--- src/rtl/ctd_pkg.sv ---
package ctd_pkg;
  localparam int MAX_COARSE = 15;
  localparam int TAP_W = $clog2(MAX_COARSE + 1);

  typedef struct packed {
    logic             armed;
    logic [TAP_W-1:0] tapSel;
  } ctrlStrobe_t;
endpackage

--- src/rtl/ctd_control.sv ---
module ctd_control
  import ctd_pkg::*;
#(
  parameter int ARM_COUNT = 4
) (
  input  logic        clk,
  input  logic        rst_n,
  input  logic        syncLine,
  input  logic        cfgLoad,
  input  logic        cfgData,
  output ctrlStrobe_t strobes
);
  localparam int CNT_W = $clog2(ARM_COUNT + 1);
  localparam logic [CNT_W-1:0] ARM_LIMIT = CNT_W'(ARM_COUNT);

  logic [CNT_W-1:0] armCnt;
  logic             armedNow;
  logic [TAP_W-1:0] shadowReg;
  logic [TAP_W-1:0] tapReg;
  logic             loadPrev;

  assign armedNow = (armCnt == ARM_LIMIT);

  // Arming: count consecutive normal pulses, restart on a missing one
  always_ff @(posedge clk) begin
    if (!rst_n) begin
      armCnt <= '0;
    end else if (!armedNow) begin
      if (syncLine) armCnt <= armCnt + 1'b1;
      else          armCnt <= '0;
    end
  end

  // Serial configuration: shift while enabled, commit on frame end
  always_ff @(posedge clk) begin
    if (!rst_n) begin
      shadowReg <= '0;
      tapReg    <= '0;
      loadPrev  <= 1'b0;
    end else begin
      loadPrev <= cfgLoad;
      if (cfgLoad) shadowReg <= {shadowReg[TAP_W-2:0], cfgData};
      if (loadPrev && !cfgLoad) tapReg <= shadowReg;
    end
  end

  always_comb begin
    strobes.armed  = armedNow;
    strobes.tapSel = tapReg;
  end
endmodule

--- src/rtl/ctd_datapath.sv ---
module ctd_datapath
  import ctd_pkg::*;
#(
  parameter int SYNC_STAGES = 2
) (
  input  logic        clk,
  input  logic        rst_n,
  input  logic        lineIn,
  input  ctrlStrobe_t strobes,
  output logic        syncLine,
  output logic        trigDet,
  output logic        trigOut
);
  logic [SYNC_STAGES-1:0] syncPipe;
  logic [MAX_COARSE-1:0]  delayLine;
  logic                   tapOut;

  genvar gi;
  generate
    for (gi = 0; gi < SYNC_STAGES; gi++) begin : g_sync
      if (gi == 0) begin : g_first
        always_ff @(posedge clk) begin
          if (!rst_n) syncPipe[gi] <= 1'b0;
          else        syncPipe[gi] <= lineIn;
        end
      end else begin : g_rest
        always_ff @(posedge clk) begin
          if (!rst_n) syncPipe[gi] <= 1'b0;
          else        syncPipe[gi] <= syncPipe[gi-1];
        end
      end
    end
  endgenerate

  assign syncLine = syncPipe[SYNC_STAGES-1];

  // Missing pulse: expected a pulse (armed) but sampled low
  always_ff @(posedge clk) begin
    if (!rst_n) trigDet <= 1'b0;
    else        trigDet <= strobes.armed & ~syncLine;
  end

  generate
    for (gi = 0; gi < MAX_COARSE; gi++) begin : g_delay
      if (gi == 0) begin : g_head
        always_ff @(posedge clk) begin
          if (!rst_n) delayLine[gi] <= 1'b0;
          else        delayLine[gi] <= trigDet;
        end
      end else begin : g_body
        always_ff @(posedge clk) begin
          if (!rst_n) delayLine[gi] <= 1'b0;
          else        delayLine[gi] <= delayLine[gi-1];
        end
      end
    end
  endgenerate

  always_comb begin
    tapOut = trigDet;
    for (int k = 0; k < MAX_COARSE; k++) begin
      if (strobes.tapSel == TAP_W'(k + 1)) tapOut = delayLine[k];
    end
  end

  assign trigOut = tapOut;
endmodule

--- src/rtl/clkTrigDecoder.sv ---
module clkTrigDecoder
  import ctd_pkg::*;
#(
  parameter int ARM_COUNT   = 4,
  parameter int SYNC_STAGES = 2
) (
  input  logic clk,
  input  logic rst_n,
  input  logic lineIn,
  input  logic cfgLoad,
  input  logic cfgData,
  output logic trigOut
);
  ctrlStrobe_t      ctrlBus;
  logic             syncLine;
  logic             trigDet;
  logic             armedW;
  logic [TAP_W-1:0] tapSelW;

  assign armedW  = ctrlBus.armed;
  assign tapSelW = ctrlBus.tapSel;

  ctd_control #(.ARM_COUNT(ARM_COUNT)) u_ctrl (
    .clk      (clk),
    .rst_n    (rst_n),
    .syncLine (syncLine),
    .cfgLoad  (cfgLoad),
    .cfgData  (cfgData),
    .strobes  (ctrlBus)
  );

  ctd_datapath #(.SYNC_STAGES(SYNC_STAGES)) u_data (
    .clk      (clk),
    .rst_n    (rst_n),
    .lineIn   (lineIn),
    .strobes  (ctrlBus),
    .syncLine (syncLine),
    .trigDet  (trigDet),
    .trigOut  (trigOut)
  );
endmodule

--- config.mk ---
export PLATFORM = sky130hd
export DESIGN_NAME = clkTrigDecoder
export DESIGN_NICKNAME = d
export VERILOG_FILES = /design/src/rtl/ctd_pkg.sv /design/src/rtl/ctd_control.sv /design/src/rtl/ctd_datapath.sv /design/src/rtl/clkTrigDecoder.sv
export SDC_FILE = /design/constraint.sdc
export NUM_CORES = 1
export LEC_CHECK = 0
export ABC_AREA = 1
export BUFFER_PORTS_ARGS = -buffer_cell sky130_fd_sc_hd__buf_2
export CAP_MARGIN = 20
export CORE_UTILIZATION = 50
export CTS_BUF_LIST = sky130_fd_sc_hd__clkbuf_4
export CTS_CLUSTER_SIZE = 20
export DETAILED_ROUTE_END_ITERATION = 16
export GPL_TIMING_DRIVEN = 0
export PLACE_DENSITY_LB_ADDON = 0.08
export SLEW_MARGIN = 25
export SYNTH_ARGS = -nofsm -noshare
export SYNTH_HDL_FRONTEND = slang
export SYNTH_HIERARCHICAL = 1
export SYNTH_SLANG_ARGS = --single-unit
export TNS_END_PERCENT = 30
--- constraint.sdc ---
create_clock -name clk -period 2.7 [get_ports clk]
set_input_delay 0.405 -clock clk [delete_from_list [all_inputs] [get_ports clk]]
set_output_delay 0.405 -clock clk [all_outputs]
set_load 0.1 [all_outputs]
# After elaboration in Yosys (flattened, before gate mapping)
# Index checks and enable logic that the tools add are counted.
[word_totals]
input_bits = 5
elab_cells = 59
regBits = 30
out_inout_bits = 1
[op_classes]
reduce_logical = 2
n_mux = 16
n_addsub = 1
n_eq_ne = 16
n_bitwise = 2
[ops]
columns = ["cell", "count"]
rows = [
  ["4-bit == test, second input constant", 8],
  ["4-bit by 3-bit == test with 1-bit output, second input constant", 4],
  ["1-bit two-way mux", 15],
  ["4-bit by 2-bit == test with 1-bit output, second input constant", 2],
  ["4-bit by 1-bit == test with 1-bit output, second input constant", 1],
  ["3-bit by 1-bit adder with 3-bit output, second input constant", 1],
  ["3-bit == test, second input constant", 1],
  ["3-bit two-way mux", 1],
  ["1-bit bitwise AND", 1],
  ["1-bit logical AND", 1],
  ["1-bit zero test", 1],
  ["1-bit NOT", 1],
]

# Logic depth before layout (Yosys ltp)
[depth]
depth_word = 16
depth_mapped = 13
ltp_nobuf = 13

# Modules after synthesis
# Netlist, hierarchy kept.
[by_module_without_submodules]
columns = ["module", "n_inst", "area_per_inst_um2", "cells_each", "seq_area_each_um2"]
rows = [
  ["ctd_datapath", 1, 763.2, 109, 360.3],
  ["ctd_control", 1, 484.2, 62, 240.2],
]

# Worst setup path before layout
# No wires, ideal clock.
[synth_path]
path_type = "reg-to-output"
startpoint = "register u_ctrl.tapReg[2]"
endpoint = "output port trigOut"
path_stages_with_launch = 13
required_ns = 2.295
arrival_ns = 1.941
slack_ns = 0.354
path_buffers = 0
path_cell_list = "dfxtp_1 > nor2_2 > nand2_1 > o21ai_1 > nor2_1 > nand2_1 > nand2_1 > nand2_1 > nand2_1 > nand2_1 > nand2_1 > nand2_1 > a21oi_2"
[synth_via]
elab_chain_len = 16
word_cells_on_any_way = 30
classes_between = "15 x eq/ne; 15 x mux"
[synth_lines]
columns = ["element", "line_no", "source"]
rows = [
  ["from (decl)", "ctd_control.sv:19", "logic [TAP_W-1:0] tapReg;"],
  ["from (signal assigned)", "ctd_control.sv:43", "if (loadPrev && !cfgLoad) tapReg <= shadowReg;"],
  ["4-bit by 1-bit == test with 1-bit output", "ctd_datapath.sv:62", "if (strobes.tapSel == TAP_W'(k + 1)) tapOut = delayLine[k];"],
  ["1-bit two-way mux (14 in a row)", "ctd_datapath.sv:62", ""],
  ["1-bit two-way mux (*)", "ctd_datapath.sv:62", ""],
  ["to (decl)", "clkTrigDecoder.sv:12", "output logic trigOut"],
]
# Every way passes the cells marked *; elsewhere a longest branch is shown, timed or not.

# Worst setup path in the final report
# Ends and elaborated chain as after synthesis.

==> results.sh <==
export IMPL_vdd_ir_drop_worst_uv=328.5
export IMPL_post_synth_top_count_cell="nand2_1"
export IMPL_drive_above_1_share=0.1648
export IMPL_grt_max_degree=11
export IMPL_clk_pin_slew_ns=0.09
export IMPL_clock_latency_ns=0.32
export IMPL_n_antenna_cell=0
export IMPL_setup_tns_ns=0
export IMPL_core_sq_mm=0.002276
export IMPL_place_inst=203
export IMPL_synth_flop_cell="dfxtp_1"
export IMPL_synth_cell_type_count=23
export IMPL_ys_seq_area_frac=0.4814
export IMPL_post_cts_setup_buffers=0
export IMPL_fill_cells=225
export IMPL_clock_sinks=30
export IMPL_async_flop_share=0
export IMPL_status="completed"
export IMPL_register_area_sq_um=600.6
export IMPL_leakage_nw=0.7008
export IMPL_pin_count=6
export IMPL_cpMaxStageDelayCell="dfxtp_1"
export IMPL_synth_edf_count=0
export IMPL_row_count=17
export IMPL_overflow=0
export IMPL_dpl_hpwl_microns=1557
export IMPL_die_h_microns=51.95
export IMPL_slew_headroom=0.6811
export IMPL_path_common_cell="nand2_1"
export IMPL_dieArea_sq_mm=0.002699
export IMPL_hp_class="in2reg"
export IMPL_grt_pass1_wl_microns=3919
export IMPL_cp_end_kind="output pin"
export IMPL_gr_usage_all_layers=0.2050
export IMPL_routabilityCongestion=0.8637
export IMPL_cp_start_kind="flop"
export IMPL_cts_buffer_depth=2
export IMPL_max_freq_mhz=400.2
export IMPL_syn_nets=178
export IMPL_setup_viol=0
export IMPL_rsz0062_at_grt="false"
export IMPL_critPathBufInv=1
export IMPL_cts_resized=0
export IMPL_crit_chain="nor2_2 > nand2_1 > o21ai_1 > nor2_1 > nand2_1 > nand2_1 > nand2_1 > nand2_1 > nand2_1 > nand2_1 > nand2_1 > a21oi_2 > buf_2"
export IMPL_multi_input_area_sq_um=488.0
export IMPL_cts_max_level=2
export IMPL_nets=189
export IMPL_worstMarginPinSlew_ns=0.4816
export IMPL_finalClockSkew_ns=0.003093
export IMPL_cp_max_fo=8
export IMPL_post_route_period_util=0.9254
export IMPL_hold_buffers=0
export IMPL_max_stage_delay_ns=0.53
export IMPL_cellPowerDensity_mw_per_mm2=565.8
export IMPL_critPathRequiredTime_ns=2.30
export IMPL_synth_top_cell_area_share=0.4814
export IMPL_syn_avg_cell_area_sq_um=7.295
export IMPL_antenna_found_initial=0
export IMPL_drt_first_pass_iters=4
export IMPL_synthTopCellsByArea="dfxtp_1, nand2_1, inv_1"
export IMPL_netlist_area_sq_mm=0.001247
export IMPL_cts_made_buffers=5
export IMPL_cts_tree="done"
export IMPL_initial_utilization=0.5481
export IMPL_clockRootBuffer="clkbuf_4"
export IMPL_period_minus_slack_ns=2.499
export IMPL_grt_pass1_vias=980
export IMPL_vias_per_cell=4.810
export IMPL_synth_seq_cells=30
export IMPL_vias=1010
export IMPL_maxCapViolCount=0
export IMPL_drtIter0Drc=12
export IMPL_area_growth_pct=8.224
export IMPL_finalHoldViolations=0
export IMPL_wl_per_cell_microns=10.27
export IMPL_crit_type="reg2out"
export IMPL_cpLargestDelayFamily="simple AND/OR/NAND/NOR gates"
export IMPL_drt_total_wl_microns=2157
export IMPL_remaining_drc_errors=0
export IMPL_arrival_ns=2.09
export IMPL_p_total_mw=0.7639
export IMPL_ys_warn_count=6
export IMPL_die_width_microns=51.95
export IMPL_maxSlewViolCount=0
export IMPL_synth_top_cell_by_area="dfxtp_1"
export IMPL_synth_common_cells="nand2_1, dfxtp_1, inv_1, nor2_1, o21ai_0"
export IMPL_stdcell_count=210
export IMPL_numPortBuffers=4
export IMPL_netlist_instances=171
export IMPL_postRouteAntennaNets=0
## path summary, 6_finish.rpt
path | startpoint | to | slack (ns) | depth (start not counted)
worst max-delay path | u_ctrl/tapReg[2]$_SDFFE_PN0P_ | trigOut | 0.20 | 13
worst min-delay path | lineIn | u_data/syncPipe[0]$_SDFF_PN0_ | 0.26 | 3
worst max register to register | u_ctrl/armCnt[0]$_SDFFE_PN0P_ | u_data/trigDet$_SDFF_PN0_ | 1.57 | 7
worst min register to register | u_data/syncPipe[0]$_SDFF_PN0_ | u_data/syncLine$_SDFF_PN0_ | 0.42 | 2
## per-layer routing
metal / track usage / vias up / routed length, microns
met2: 0.3376 / 16 / 1005
met4: 0.1486 / 0 / 58
met3: 0.05263 / 7 / 75
met5: 0 / - / 0
li1: - / 544 / -
met1: 0.2252 / 443 / 1017
## logic make-up (layout without fill, tap and decap cells)
logic type / count (synthesis) / count (layout) / share of synthesized area
and+or+nand+nor: 78 / 78 / 0.2658
adders and majority gates: 2 / 2 / 0.02006
buffers and inverters: 39 / 50 / 0.1274
AOI/OAI and AO/OA: 22 / 22 / 0.1053
DFF: 30 / 30 / 0.4814
## where the power goes
group	leakage, nW	internal (mW)	switching, mW
clock network	0.0308	0.0933	0.148
registers	0.244	0.451	0.00836
logic	0.426	0.0193	0.0443
total	0.701	0.564	0.200
## cell type report
type | count | area share
Clock buffer | 5 | 0.02780
Sequential cell | 30 | 0.4449
Multi-Input combinational cell | 102 | 0.3614
Buffer | 5 | 0.02317
Timing Repair Buffer | 4 | 0.01483
Inverter | 34 | 0.09453
Clock inverter | 2 | 0.007414
Tap cell | 28 | 0.02595
## state kept, by name, summed over array words and instances (netlist names)
signal,cells
u_ctrl/armCnt,3
u_ctrl/loadPrev,1
u_ctrl/shadowReg,4
u_ctrl/tapReg,4
u_data/delayLine,15
u_data/syncLine,1
u_data/syncPipe,1
u_data/trigDet,1
## worst reg2reg max path: stages (launching register included)
cell	delay, ns
dfxtp_1	0.36
inv_1	0.07
ha_1	0.19
nand2_1	0.14
inv_2	0.06
buf_4	0.12
nand2_1	0.04
nor2_1	0.04
## through the flow
step	setup WS (ns)	area [sq um]	util	hold WS, ns
global placement	0.6009	1303	0.5723	0.4022
detailed placement	0.5806	1303	0.5723	0.4091
global route	0.01333	1350	0.5932	0.2711
CTS	0.1946	1350	0.5932	0.2516
finish	0.2015	1350	0.5932	0.2615
floorplan	0.3543	1247	-	0.3905
## cells in the final DEF (no fill, tap or decap), types with 3 or more instances in the layout
cell type	instances
o211ai_1	4
nand3b_1	3
dfxtp_1	30
inv_1	24
nor2_1	19
nand3_1	7
nand2_1	43
o21ai_0	10
buf_2	4
a21oi_1	4
clkbuf_4	5
inv_2	9
(Power assumes the default switching activity.)
